File: src/rtl/psram_pkg.sv
package psram_pkg;

    localparam int ADDR_W    = 21;
    localparam int DATA_W    = 16;
    localparam int PAGE_BITS = 4;

    typedef enum logic [1:0] {
        ST_PWR,
        ST_IDLE,
        ST_ACC,
        ST_GAP
    } ctl_state_e;

    typedef struct packed {
        logic              wr;
        logic              page;
        logic [1:0]        be;
        logic [ADDR_W-1:0] addr;
    } acc_req_t;

    // Smallest cycle count covering a minimum time.
    function automatic int ceil_cyc(int t_ps, int clk_ps);
        return (t_ps + clk_ps - 1) / clk_ps;
    endfunction

    // Largest cycle count staying inside a maximum time.
    function automatic int floor_cyc(int t_ps, int clk_ps);
        return t_ps / clk_ps;
    endfunction

    function automatic int imax(int a, int b);
        return (a > b) ? a : b;
    endfunction

endpackage

File: src/rtl/psram_pwrup_timer.sv
module psram_pwrup_timer #(
    parameter int N_PWR = 20000
) (
    input  logic clk,
    input  logic rst,
    output logic done
);
    localparam int W = $clog2(N_PWR + 1);
    localparam logic [W-1:0] LAST = W'(N_PWR - 1);

    logic [W-1:0] cnt_q;

    always_ff @(posedge clk) begin
        if (rst) begin
            cnt_q <= '0;
        end else if (cnt_q != LAST) begin
            cnt_q <= cnt_q + 1'b1;
        end
    end

    assign done = (cnt_q == LAST);

endmodule

File: src/rtl/psram_cs_guard.sv
module psram_cs_guard #(
    parameter int N_PC = 3,
    parameter int N_CE = 2000
) (
    input  logic clk,
    input  logic rst,
    input  logic cs_low,
    output logic room
);
    localparam int RUN_W = $clog2(N_CE + 2);
    localparam logic [RUN_W-1:0] RUN_SAT = RUN_W'(N_CE + 1);

    // Cycles chip select has been low before the current cycle.
    logic [RUN_W-1:0] run_q;

    always_ff @(posedge clk) begin
        if (rst) begin
            run_q <= '0;
        end else if (!cs_low) begin
            run_q <= '0;
        end else if (run_q != RUN_SAT) begin
            run_q <= run_q + 1'b1;
        end
    end

    // Another page step fits if the current cycle plus one step stays in bound.
    assign room = (int'(run_q) + 1 + N_PC) <= N_CE;


    cs_run_limit_chk: assert property (@(posedge clk) disable iff (rst)
        cs_low |-> (int'(run_q) < N_CE));

endmodule

File: src/rtl/psram_rd_capture.sv
module psram_rd_capture #(
    parameter int DW = 16
) (
    input  logic          clk,
    input  logic          rst,
    input  logic          cap,
    input  logic [1:0]    be,
    input  logic [DW-1:0] dq_in,
    output logic          rd_valid,
    output logic [DW-1:0] rd_data
);
    localparam int HALF = DW / 2;

    always_ff @(posedge clk) begin
        if (rst) begin
            rd_valid <= 1'b0;
            rd_data  <= '0;
        end else begin
            rd_valid <= cap;
            if (cap) begin
                rd_data[HALF-1:0]  <= be[0] ? dq_in[HALF-1:0]  : '0;
                rd_data[DW-1:HALF] <= be[1] ? dq_in[DW-1:HALF] : '0;
            end
        end
    end

endmodule

File: src/rtl/psram_ctrl.sv
module psram_ctrl
    import psram_pkg::*;
#(
    parameter int CLK_PS     = 10000,
    parameter int T_RC_PS    = 70000,
    parameter int T_WP_PS    = 50000,
    parameter int T_PC_PS    = 25000,
    parameter int T_OHZ_PS   = 15000,
    parameter int T_PWRUP_PS = 200_000_000,
    parameter int T_CEMAX_PS = 20_000_000
) (
    input  logic              clk,
    input  logic              rst,
    input  logic              cmd_valid,
    output logic              cmd_ready,
    input  logic              cmd_write,
    input  logic              cmd_page,
    input  logic [ADDR_W-1:0] cmd_addr,
    input  logic [1:0]        cmd_be,
    input  logic [DATA_W-1:0] wr_data,
    output logic              wr_take,
    output logic              rd_valid,
    output logic [DATA_W-1:0] rd_data,
    output logic              ps_cs_n,
    output logic              ps_oe_n,
    output logic              ps_we_n,
    output logic              ps_ub_n,
    output logic              ps_lb_n,
    output logic [ADDR_W-1:0] ps_addr,
    output logic [DATA_W-1:0] ps_dq_o,
    output logic              ps_dq_oe,
    input  logic [DATA_W-1:0] ps_dq_i
);
    localparam int N_RC  = imax(1, ceil_cyc(T_RC_PS, CLK_PS));
    localparam int N_WR  = imax(N_RC, ceil_cyc(T_WP_PS, CLK_PS));
    localparam int N_PC  = imax(1, ceil_cyc(T_PC_PS, CLK_PS));
    localparam int N_GAP = imax(1, ceil_cyc(T_OHZ_PS, CLK_PS));
    localparam int N_PWR = imax(1, ceil_cyc(T_PWRUP_PS, CLK_PS));
    localparam int N_CE  = floor_cyc(T_CEMAX_PS, CLK_PS);
    localparam int CNT_W = $clog2(imax(imax(N_WR, N_GAP), N_PC) + 1);

    ctl_state_e           st_q;
    acc_req_t             req_q;
    logic [CNT_W-1:0]     cnt_q;
    logic [PAGE_BITS-1:0] left_q;
    logic                 resume_q;
    logic [DATA_W-1:0]    wdat_q;

    logic pwr_done, room, cs_low;
    logic accept, acc_end, more, step, resume, cap;
    logic [CNT_W-1:0] first_cnt;

    psram_pwrup_timer #(.N_PWR(N_PWR)) u_pwr (
        .clk  (clk),
        .rst  (rst),
        .done (pwr_done)
    );

    psram_cs_guard #(.N_PC(N_PC), .N_CE(N_CE)) u_guard (
        .clk    (clk),
        .rst    (rst),
        .cs_low (cs_low),
        .room   (room)
    );

    psram_rd_capture #(.DW(DATA_W)) u_cap (
        .clk      (clk),
        .rst      (rst),
        .cap      (cap),
        .be       (req_q.be),
        .dq_in    (ps_dq_i),
        .rd_valid (rd_valid),
        .rd_data  (rd_data)
    );

    assign cmd_ready = (st_q == ST_IDLE);
    assign accept    = cmd_valid && cmd_ready;
    assign cs_low    = (st_q == ST_ACC);
    assign acc_end   = cs_low && (cnt_q == '0);
    assign more      = (left_q != '0);
    assign step      = acc_end && more && room;
    assign resume    = (st_q == ST_GAP) && (cnt_q == '0) && resume_q;
    assign cap       = acc_end && !req_q.wr;
    assign first_cnt = req_q.wr ? CNT_W'(N_WR - 1) : CNT_W'(N_RC - 1);
    assign wr_take   = (accept && cmd_write) || ((step || resume) && req_q.wr);

    always_ff @(posedge clk) begin
        if (rst) begin
            st_q     <= ST_PWR;
            req_q    <= '0;
            cnt_q    <= '0;
            left_q   <= '0;
            resume_q <= 1'b0;
            wdat_q   <= '0;
        end else begin
            unique case (st_q)
                ST_PWR: begin
                    if (pwr_done) st_q <= ST_IDLE;
                end
                ST_IDLE: begin
                    if (accept) begin
                        req_q  <= '{wr: cmd_write, page: cmd_page, be: cmd_be, addr: cmd_addr};
                        wdat_q <= wr_data;
                        left_q <= cmd_page ? '1 : '0;
                        cnt_q  <= cmd_write ? CNT_W'(N_WR - 1) : CNT_W'(N_RC - 1);
                        st_q   <= ST_ACC;
                    end
                end
                ST_ACC: begin
                    if (cnt_q != '0) begin
                        cnt_q <= cnt_q - 1'b1;
                    end else if (!more) begin
                        st_q     <= ST_GAP;
                        cnt_q    <= CNT_W'(N_GAP - 1);
                        resume_q <= 1'b0;
                    end else begin
                        req_q.addr[PAGE_BITS-1:0] <= req_q.addr[PAGE_BITS-1:0] + 1'b1;
                        left_q <= left_q - 1'b1;
                        if (room) begin
                            cnt_q <= CNT_W'(N_PC - 1);
                            if (req_q.wr) wdat_q <= wr_data;
                        end else begin
                            st_q     <= ST_GAP;
                            cnt_q    <= CNT_W'(N_GAP - 1);
                            resume_q <= 1'b1;
                        end
                    end
                end
                ST_GAP: begin
                    if (cnt_q != '0) begin
                        cnt_q <= cnt_q - 1'b1;
                    end else if (resume_q) begin
                        st_q     <= ST_ACC;
                        cnt_q    <= first_cnt;
                        resume_q <= 1'b0;
                        if (req_q.wr) wdat_q <= wr_data;
                    end else begin
                        st_q <= ST_IDLE;
                    end
                end
                default: st_q <= ST_IDLE;
            endcase
        end
    end

    assign ps_cs_n  = !cs_low;
    assign ps_we_n  = !(cs_low && req_q.wr);
    assign ps_oe_n  = !(cs_low && !req_q.wr);
    assign ps_lb_n  = !(cs_low && req_q.be[0]);
    assign ps_ub_n  = !(cs_low && req_q.be[1]);
    assign ps_addr  = req_q.addr;
    assign ps_dq_o  = wdat_q;
    assign ps_dq_oe = cs_low && req_q.wr;


    no_oe_in_write_chk: assert property (@(posedge clk) disable iff (rst)
        !ps_we_n |-> ps_oe_n);


    drive_only_in_write_chk: assert property (@(posedge clk) disable iff (rst)
        ps_dq_oe |-> (!ps_cs_n && !ps_we_n));


    page_row_fixed_chk: assert property (@(posedge clk) disable iff (rst)
        (!ps_cs_n && $past(!ps_cs_n)) |-> $stable(ps_addr[ADDR_W-1:PAGE_BITS]));


    rd_after_read_chk: assert property (@(posedge clk) disable iff (rst)
        rd_valid |-> $past(!ps_cs_n && !ps_oe_n && ps_we_n));


    no_early_ready_chk: assert property (@(posedge clk) disable iff (rst)
        cmd_ready |-> pwr_done);

endmodule

File: config.mk
export PLATFORM = sky130hd
export DESIGN_NAME = psram_ctrl
export DESIGN_NICKNAME = d
export VERILOG_FILES = /design/src/rtl/psram_pkg.sv /design/src/rtl/psram_pwrup_timer.sv /design/src/rtl/psram_cs_guard.sv /design/src/rtl/psram_rd_capture.sv /design/src/rtl/psram_ctrl.sv
export SDC_FILE = /design/constraint.sdc
export NUM_CORES = 1
export LEC_CHECK = 0
export ABC_AREA = 1
export CORE_MARGIN = 1.5
export CORE_UTILIZATION = 30
export DETAILED_ROUTE_END_ITERATION = 10
export HOLD_SLACK_MARGIN = 0.02
export PLACE_DENSITY_LB_ADDON = 0.12
export SLEW_MARGIN = 0
export SYNTH_ARGS = -nofsm -noshare
export SYNTH_HDL_FRONTEND = slang
export SYNTH_SLANG_ARGS = --single-unit
File: constraint.sdc
create_clock -name clk -period 4.6 [get_ports clk]
set_input_delay 1.15 -clock clk [delete_from_list [all_inputs] [get_ports clk]]
set_output_delay 1.15 -clock clk [all_outputs]
set_load 0.1 [all_outputs]
==> summary.txt, run 1 <==
Run status
  • Status: complete, no violations

GRT
  • Initial antenna violation count: 0
  • First-pass GRT wire length: 19500 microns
  • GR Overflow Total: 0
  • GRT Total Usage: 0.148
  • Vias in the first global route: 4055
  • Largest net degree at the start of global routing: 34

Synthesis
  • Adder-Cell Fraction of Synth Area: 0.0240
  • Syn Nets: around 740
  • Synth Area in Compound Gates: 0.128
  • Post-Synth Simple-Gate Area: 0.316
  • Largest family of logic cells by synthesized area: simple AND/OR/NAND/NOR gates
  • Synth warn: 0
  • Avg Inst Size Synth: 7.05 sq um
  • Post-synthesis mux area share: 0
  • Yosys reg bits: 93
  • Syn Inst Count: around 670
  • XOR/XNOR Fraction of Synth Area: 0.00373
  • Seq/Total Area, Yosys: 0.397
  • Cell variety after synth: 38
  • Mapped cell area: between 0.004 and 0.005 sq mm

Critical path
  • R2R Path End: ps_dq_o[0]
  • Crit path to: ps_we_n
  • CP max FO: 14
  • Worst Setup SP: st_q[1]
  • Worst R2R Setup Slack: roughly 2.1 ns
  • CP Capture Type: output pin
  • Arrival @ worst endpoint: between 2 and 3 ns
  • Crit Path Class: reg2out
  • Startpoint Class: register
  • CP required: approximately 3.5 ns
  • RR Startpoint: u_guard.run_q[0]
  • R2R cell count: 16

Power and ir drop
  • Max VDD drop: around 300 uV
  • PD cells: 649 mW/mm^2
  • Lkg Pwr: between 2 and 3 nW
  • Tot Pwr: 0.00405 W

Final layout
  • Area delta synth->final: 33.1%
  • Commonest non-fill, non-tap cell in the layout: clkdlybuf4s50_1
  • Layout Nets: about 800
  • Share of cells above drive strength 1: 0.0921
  • Non-Filler Instances: 971
  • N_diodes: 0
  • Filler Cells Inserted: ~1600
  • Layout Utilization: 0.410
  • Commonest non-fill, non-tap cells in the layout: clkdlybuf4s50_1, nand2_1, nor2_1, dfxtp_1, inv_1

Clock tree
  • Worst-case clock buffer depth: 2
  • Post-CTS Resized: 0
  • Num CTS Buffers: 9
  • Cts-stage hold buffer count: 0
  • CTS tree: built
  • Sink Count: 93
  • Worst skew pair latency: ~0.35 ns
  • Htree depth: 3
  • Postcts setup bufs: 0
  • Root Driver: clkbuf_16
  • Reg clk slew, reported paths: roughly 0.060 ns

STA
  • Final Skew: 0.00660 ns
  • Setup violators final: 0
  • Fin. Hold Viols: 0
  • Worst-Margin Slew: between 1 and 1.5 ns
  • RSZ-0062 raised after global routing: no
  • Crit path time final: 3.85 ns
  • Fin. max-slew vios: 0
  • Period utilisation layout: 0.838
  • Worst rel slew slack: 0.305
  • Fmax: ~260 MHz
  • Final setup margin: roughly 0.75 ns
  • Final setup TNS: 0 ns

Drt
  • Drt wl/cell: about 12 microns
  • Routed wire length: approximately 12000 microns
  • Via Count: ~4400
  • Starting DRC count in detailed routing: approximately 150
  • Vias per inst: ~4.5
  • DRC: 0
  • First drt pass iteration count: 5
  • Antenna-violating nets left: 0

Floorplan
  • Initial Util: 0.308
  • Width of the die: approximately 130 microns
  • # rows: 45
  • I/O Pins: 122
  • Die Area: 0.0164 sq mm
  • Die H: 128 microns
  • Core Footprint: ~0.015 sq mm

Place
  • Pre-CTS setup slack: around 1.0 ns
  • RD Place Congestion: approximately 0.86
  • Post-DP HPWL: 8750 microns
  • Post-Place Cells: approximately 960
  • IO Port Bufs: approximately 120

Hold path
  • Tightest Hold Check Type: reg2reg

Run
  • Max-cap violations: 0
[worst min path at each step]
stage	from	endpoint	slack, ns	depth (start not counted)
3_3_place_gp	u_pwr.cnt_q[12]	u_pwr.cnt_q[12]	0.44	1
2_1_floorplan	u_pwr.cnt_q[12]	u_pwr.cnt_q[12]	0.42	1
4_1_cts	u_pwr.cnt_q[12]	u_pwr.cnt_q[12]	0.45	1
5_1_grt	u_pwr.cnt_q[12]	u_pwr.cnt_q[12]	0.49	1
6_report	u_pwr.cnt_q[12]	u_pwr.cnt_q[12]	0.45	1
3_5_place_dp	u_pwr.cnt_q[12]	u_pwr.cnt_q[12]	0.44	1
[flip-flops by register name (all words and copies together), names as in the netlist]
name,flops
cnt_q,3
left_q,4
ps_addr,21
ps_dq_o,16
req_q,3
resume_q,1
st_q,2
u_cap.rd_data,16
u_cap.rd_valid,1
u_guard.run_q,11
u_pwr.cnt_q,15
[worst max-delay path, stage by stage, from the launching register on]
cell,delay (ns)
dfxtp_1,0.42
inv_1,0.13
nor2_4,0.31
inv_1,0.30
nor2_2,0.19
inv_1,0.05
clkdlybuf4s50_1,0.96
[cells by family after synthesis]
| family | after synthesis |
|---|---|
| DFF | 93 |
| adders and majority gates | 9 |
| buffers and inverters | 131 |
| and+or+nand+nor | 321 |
| AOI/OAI and AO/OA | 110 |
| xor gates and xnor gates | 2 |
[metrics by stage]
step           hold WS [ns]  cell area (sq um)
2_1_floorplan         0.422               4700
3_3_place_gp          0.436               5910
3_5_place_dp          0.442               5910
4_1_cts               0.451               6250
5_1_grt               0.491               6250
6_report              0.451               6250
[cell type report]
type / instances / area [sq um] / area share
Clock inverter: 6 / 95.1 / 0.0152
Inverter: 83 / 312 / 0.0499
Tap cell: 211 / 264 / 0.0423
Multi-Input combinational cell: 442 / 2220 / 0.355
Sequential cell: 93 / 1860 / 0.298
Timing Repair Buffer: 126 / 1260 / 0.201
Clock buffer: 10 / 239 / 0.0382
[layer usage]
layer / wire length (microns) / vias to the layer above / global-route usage
met5: 0 / - / 0
met4: 277 / 0 / 0.0562
met3: 721 / 18 / 0.0488
met2: 5470 / 108 / 0.238
met1: 5450 / 1968 / 0.184
li1: - / 2291 / -
[cell usage after synthesis, drive strengths merged]
library cell / instances / area share
o21a: 2 / 0.0032
a221oi: 2 / 0.0037
nor4: 3 / 0.0040
nand2: 121 / 0.10
or2: 2 / 0.0027
xnor2: 1 / 0.0019
o2111a: 1 / 0.0024
a31oi: 1 / 0.0013
clkinv: 1 / 0.00080
nor3: 11 / 0.012
o21bai: 1 / 0.0024
ha: 9 / 0.024
a2111oi: 1 / 0.0019
o21ai: 40 / 0.043
a21oi: 55 / 0.059
xor2: 1 / 0.0019
o221ai: 1 / 0.0019
nor2: 118 / 0.10
dfxtp: 93 / 0.40
buf: 31 / 0.051
clkbuf: 17 / 0.014
a211oi: 6 / 0.0096
nand4: 6 / 0.0080
inv: 82 / 0.066
nand3: 60 / 0.085
[power by group]
group	internal [W]	total (W)	switching [W]
combinational	0.000552	0.00212	0.00157
clock	0.000496	0.000823	0.000327
sequential	0.000983	0.00111	0.000125
total	0.00203	0.00405	0.00202
No activity file was read; power rests on OpenSTA's default activity.
==> run 2, diff against run 1 <==
clock period = 3.3 ns   (was 4.6 ns; I/O delays follow)
==> run 2 against run 1 <==
- wire length is 1.6% higher
- clock power is 41% higher
- cell count is 0.72% higher
- count of clock-buffer cells in the layout is 2 higher
- critical path depth is 10 higher
==> summary.txt, run 2 (synthesized netlist as in run 1, its figures left out) <==
Place
  • Post-DP HPWL: 8660 microns (-1.0%)
  • DP Area: 0.00581 sq mm (-1.8%)
  • IO Port Bufs: 121 (unchanged)
  • Pre-CTS setup slack: 0.241 ns (-0.792 ns)
  • RD Place Congestion: 0.895 (+4.1%)

Floorplan
  • I/O Pins: 122 (unchanged)
  • Core Footprint: 0.0153 sq mm (unchanged)
  • # rows: 45 (unchanged)
  • Initial Util: 0.308 (unchanged)
  • Die Area: 0.0164 sq mm (unchanged)
  • Width of the die: 128 microns (unchanged)
  • Die H: 128 microns (unchanged)

Drt
  • DRC: 0 (unchanged)
  • First drt pass iteration count: 5 (unchanged)
  • Routed wire length: 12100 microns (+1.6%)
  • Starting DRC count in detailed routing: 215 (+40%)
  • Via Count: 4452 (+1.5%)
  • Drt wl/cell: 12.4 microns (+0.91%)
  • Antenna-violating nets left: 0 (unchanged)
  • Vias per inst: 4.55 (+0.80%)

Critical path
  • R2R cell count: 15 (-1)
  • CP required: 2.47 ns (-0.98 ns)
  • CP max-delay cell: dfxtp_4
  • Slowest stage delay, CP: 0.39 ns (-0.57 ns)
  • CP max FO: 5 (-9)
  • Startpoint Class: register
  • Crit Path Class: reg2out
  • Arrival @ worst endpoint: 2.36 ns (-0.34 ns)
  • Total stage count of the critical path: 16 (+10)
  • Delay-heaviest family, CP: simple AND/OR/NAND/NOR gates
  • CP Capture Type: output pin
  • CP Buf/Inv Count: 2 (-2)
  • Worst-path cell chain: ha_4 > inv_2 > nand2_1 > nand2_1 > nor2_2 > nand3_2 > nor2_4 > nand2_1 > nand2_1 > nor2_2 > nand3_2 > nand4_1 > nand2_1 > nand2_1 > nand2_2 > buf_12
  • Cell mode on critical path: nand2_1

Clock tree
  • Num CTS Buffers: 9 (unchanged)
  • Root Driver: clkbuf_16
  • Reg clk slew, reported paths: 0.07 ns (about the same)
  • Worst-case clock buffer depth: 2 (unchanged)
  • Htree depth: 3 (unchanged)
  • CTS tree: built
  • Sink Count: 93 (unchanged)
  • Worst skew pair latency: 0.35 ns (about the same)

STA
  • Worst-Margin Slew: 0.626 ns (-0.414 ns)
  • Crit path time final: between 3 and 4 ns
  • Period utilisation layout: 0.965
  • Setup violators final: 0 (unchanged)
  • Fin. Hold Viols: 0 (unchanged)
  • Final setup margin: 0.115 ns (-0.632 ns)
  • Worst rel slew slack: 0.582 (+0.278)
  • Final setup TNS: 0 ns (unchanged)
  • Fmax: 314 MHz
  • Final Skew: 0.0103 ns (+0.00371 ns)
  • Fin. max-slew vios: 0 (unchanged)

Final layout
  • Multi-input gate area: 0.00227 sq mm (+2.1%)
  • Seq. cell area: 0.00187 sq mm (+0.54%)
  • Layout Nets: 831 (+0.85%)
  • Filler Cells Inserted: 1541 (-0.71%)
  • Post-route cell area: 0.00622 sq mm (-0.46%)
  • Area delta synth->final: 32.5%
  • Commonest non-fill, non-tap cells in the layout: nand2_1, nor2_1, dfxtp_1, buf_4, inv_1
  • N_diodes: 0 (unchanged)
  • Number of flip-flops in the largest register: 21 (unchanged)
  • Commonest non-fill, non-tap cell in the layout: nand2_1
  • Share of cells above drive strength 1: 0.194 (+0.102)

Hold path
  • Tightest Hold Check Type: reg2reg
  • Hold Path Stages: 1 (unchanged)

GRT
  • GRT Total Usage: 0.146 (-0.00237)
  • Largest net degree at the start of global routing: 51 (+50%)
  • GR Overflow Total: 0 (unchanged)
  • Vias in the first global route: 4207 (+3.7%)
  • Initial antenna violation count: 0 (unchanged)
  • First-pass GRT wire length: 19300 microns (-1.2%)

Run
  • Max-cap violations: 0 (unchanged)

Power and ir drop
  • Tot Pwr: 0.00563 W (+39%)
  • Max VDD drop: 414 uV (+40%)
  • PD cells: 905 mW/mm^2 (+40%)
  • Lkg Pwr: 2.69 nW (+5.8%)

Run status
  • Status: complete, no violations
-- run 2: cell count changes in the layout (fill, tap and decap cells not counted), moves of 3 or more --
cell | previous run | this run
buf_4 | 6 | 72
nor2_4 | 1 | 4
dfxtp_1 | 93 | 89
clkdlybuf4s50_1 | 119 | 59
-- run 2: worst reg2reg max path, cell delays in order, from the launching register on --
cell and delay [ns]:
dfxtp_4 0.39, ha_4 0.17, inv_2 0.04, nand2_1 0.09
nand2_1 0.11, inv_1 0.09, nand3_1 0.11, o21ai_0 0.19
nand2_1 0.09, nor2_2 0.10, nand3_2 0.10, buf_4 0.15
nand2_2 0.06, nand2_4 0.23, a21oi_1 0.24, nor2_1 0.06
-- run 2: final cells by class --
| cell class | count | area share |
|---|---|---|
| flip-flops and latches | 93 | 0.301 |
| clock buffers | 12 | 0.0412 |
| clock inverters | 4 | 0.0125 |
| inverters | 83 | 0.0501 |
| repair buffers | 133 | 0.188 |
| multi-input cells | 442 | 0.365 |
| well taps | 211 | 0.0424 |
-- run 2: stage by stage --
step / utilization / hold WS [ns] / cells
floorplan: - / 0.422 / 666
global placement: 0.381 / 0.441 / 958
detailed placement: 0.381 / 0.449 / 958
CTS: 0.404 / 0.469 / 974
global route: 0.408 / 0.489 / 978
finish: 0.408 / 0.465 / 978
-- run 2: worst paths after layout --
check	slack, ns	start	end
setup / recovery	0.11	u_guard.run_q[1]	wr_take
hold / removal	0.46	u_pwr.cnt_q[12]	u_pwr.cnt_q[12]
setup reg to reg	0.95	u_guard.run_q[1]	ps_dq_o[12]
hold reg to reg	0.46	u_pwr.cnt_q[12]	u_pwr.cnt_q[12]
-- run 2: metal layers --
metal  vias to the layer above  part of all wire  global-route usage
met5                         -                 0                   0
met4                         0             0.014              0.0430
met3                        16             0.054              0.0442
met2                       116              0.48               0.254
met1                      2015              0.45               0.172
li1                       2305                 -                   -
-- run 2: power by group --
group | internal [W] | switching (W) | total [W]
Combinational | 0.000727 | 0.00220 | 0.00293
Clock | 0.000711 | 0.000444 | 0.00116
Sequential | 0.00137 | 0.000177 | 0.00155
-- run 2: timing repair --
item | CTS | global route
resized for setup | 5 | 12
endpoints found under the setup margin | 1 | 1
buffers inserted | 0 | 4
hold buffers | 0 | 0
pin swaps | 0 | 7
cloned | 0 | 0
==> run 3, diff against run 2 <==
CORE_UTILIZATION = 35   (was 30)
CTS_CLUSTER_DIAMETER = 100   (was default)
==> run 3 against run 2 <==
- sequential cell count stayed put
- non-clock buffer count is 1 lower
- count of clock-buffer cells in the layout is 2 lower
- largest power group unchanged
- wire length is 3.9% lower
==> summary.txt, run 3 (synthesized netlist as in run 1, its figures left out) <==
Run
  • Max-cap violations: 0 (unchanged)

Critical path
  • Crit Path Class: reg2out
  • Worst Setup SP: u_guard.run_q[1]
  • R2R Path End: ps_dq_o[0]
  • Arrival @ worst endpoint: 2.36 ns (about the same)
  • Slowest stage delay, CP: 0.39 ns (about the same)
  • Startpoint Class: register
  • Worst-path cell chain: inv_1 > ha_1 > nor2_1 > nor2_2 > nand3_2 > nor2_2 > nand2_1 > nand2_1 > nor2_2 > nand3_2 > nand4_1 > nand2_1 > nand2_1 > nand2_2 > buf_12
  • CP max FO: 5 (unchanged)
  • Total stage count of the critical path: 15 (-1)
  • Delay-heaviest family, CP: simple AND/OR/NAND/NOR gates
  • Worst R2R Setup Slack: 0.97 ns (+0.02 ns)
  • CP Capture Type: output pin
  • Cell mode on critical path: nand2_1
  • Crit path to: wr_take
  • CP Buf/Inv Count: 2 (unchanged)
  • R2R cell count: 16 (+1)
  • RR Startpoint: u_guard.run_q[1]
  • CP required: 2.47 ns (about the same)
  • CP max-delay cell: dfxtp_4

STA
  • Setup violators final: 0 (unchanged)
  • Fin. max-slew vios: 0 (unchanged)
  • Final setup margin: 0.116 ns (+0.00154 ns)
  • Crit path time final: 3.18 ns (-0.00154 ns)
  • Worst rel slew slack: 0.595 (+0.0130)
  • Worst-Margin Slew: 0.606 ns (-0.0195 ns)
  • Fin. Hold Viols: 0 (unchanged)
  • Fmax: 314 MHz (about the same)
  • Period utilisation layout: 0.965 (about the same)
  • Final Skew: 0.00821 ns (-0.00210 ns)

GRT
  • Initial antenna violation count: 0 (unchanged)
  • GR Overflow Total: 0 (unchanged)
  • Vias in the first global route: 4166 (-0.97%)
  • First-pass GRT wire length: 19400 microns (+0.86%)
  • Largest net degree at the start of global routing: 49 (-3.9%)
  • GRT Total Usage: 0.168 (+0.0222)

Place
  • Pre-CTS setup slack: 0.253 ns (+0.0125 ns)
  • RD Place Congestion: 0.838 (-6.4%)
  • IO Port Bufs: 121 (unchanged)
  • Post-DP HPWL: 8260 microns (-4.6%)
  • Post-Place Cells: 923 (-3.7%)

Floorplan
  • Initial Util: 0.356 (+0.0482)
  • # rows: 42 (-6.7%)
  • Core Footprint: 0.0132 sq mm (-14%)
  • I/O Pins: 122 (unchanged)
  • Die Area: 0.0141 sq mm (-14%)
  • Width of the die: 119 microns (-7.2%)
  • Die H: 119 microns (-7.2%)

Clock tree
  • Worst skew pair latency: 0.34 ns (about the same)
  • Sink Count: 93 (unchanged)
  • CTS tree: built
  • Htree depth: 3 (unchanged)
  • Reg clk slew, reported paths: 0.07 ns (about the same)
  • Cts-stage hold buffer count: 0 (unchanged)
  • Num CTS Buffers: 9 (unchanged)
  • Worst-case clock buffer depth: 2 (unchanged)
  • Root Driver: clkbuf_16

Final layout
  • Commonest non-fill, non-tap cell in the layout: nand2_1
  • Layout Utilization: 0.467 (+0.0591)
  • Filler Cells Inserted: 1335 (-13%)
  • Area delta synth->final: 31.2%
  • Layout Nets: 830 (-0.12%)
  • Share of cells above drive strength 1: 0.200 (+0.00548)
  • Seq. cell area: 0.00187 sq mm (unchanged)
  • Number of flip-flops in the largest register: 21 (unchanged)
  • Multi-input gate area: 0.00228 sq mm (+0.72%)
  • N_diodes: 0 (unchanged)
  • Non-Filler Instances: 942 (-3.7%)
  • Commonest non-fill, non-tap cells in the layout: nand2_1, nor2_1, dfxtp_1, inv_1, buf_4

Drt
  • Drt wl/cell: 12.4 microns (-0.24%)
  • Starting DRC count in detailed routing: 278 (+29%)
  • First drt pass iteration count: 4 (-1)
  • Vias per inst: 4.68 (+2.7%)
  • Routed wire length: 11600 microns (-3.9%)
  • Antenna-violating nets left: 0 (unchanged)
  • DRC: 0 (unchanged)
  • Via Count: 4404 (-1.1%)

Run status
  • Status: complete, no violations

Power and ir drop
  • Tot Pwr: 0.00552 W (-1.9%)
  • Max VDD drop: 493 uV (+19%)
  • PD cells: 897 mW/mm^2 (-0.88%)
  • Lkg Pwr: 2.67 nW (-0.76%)

Hold path
  • Tightest Hold Check Type: reg2reg
run 3: report_power, final:
group	leakage, nW	internal [W]	switching, W
combinational	1.76	0.000723	0.00219
clock	0.154	0.000614	0.000455
sequential	0.759	0.00137	0.000178
run 3: repair_timing:
| item | in CTS | in global routing |
|---|---|---|
| pin swaps | 0 | 7 |
| endpoints found under the setup margin | 1 | 1 |
| endpoints found under the hold margin | 0 | 0 |
| gates cloned | 0 | 0 |
| setup buffers | 0 | 3 |
| resized for setup | 4 | 18 |
run 3: through the flow:
step           instance area, sq um  TNS, ns  hold slack [ns]
3_3_place_gp                   5770        0            0.440
4_1_cts                        6080        0            0.465
2_1_floorplan                  4710        0            0.422
6_report                       6160        0            0.464
5_1_grt                        6160  -0.0321            0.484
3_5_place_dp                   5770        0            0.453
run 3: routing by layer:
layer	part of all wire	global-route usage
met4	0.012	0.0655
met5	0	0
met3	0.051	0.0396
met1	0.46	0.211
met2	0.48	0.278
run 3: area by class of cell:
cell class | count | share of cell area
clock buffers | 10 | 0.0388
clock inverters | 6 | 0.0108
inverters | 83 | 0.0506
multi-input cells | 442 | 0.371
flip-flops and latches | 93 | 0.304
well taps | 176 | 0.0358
repair buffers | 132 | 0.189
run 3: how the worst min path moves through the flow:
| stage | from | to | slack, ns | cells past startpoint |
|---|---|---|---|---|
| after floorplan | u_pwr.cnt_q[12] | u_pwr.cnt_q[12] | 0.42 | 1 |
| after global placement | u_pwr.cnt_q[12] | u_pwr.cnt_q[12] | 0.44 | 1 |
| after detailed placement | u_pwr.cnt_q[12] | u_pwr.cnt_q[12] | 0.45 | 1 |
| final | u_cap.rd_data[14] | u_cap.rd_data[14] | 0.46 | 2 |
| after CTS | u_pwr.cnt_q[12] | u_pwr.cnt_q[12] | 0.46 | 1 |
| after global routing | u_cap.rd_data[4] | u_cap.rd_data[4] | 0.48 | 2 |
run 3: worst min-delay path, delay by kind of cell, from the launching register on:
kind | cells | cell delay, ns
flops | 1 | 0.31
compound gates | 1 | 0.05
simple gates | 1 | 0.06
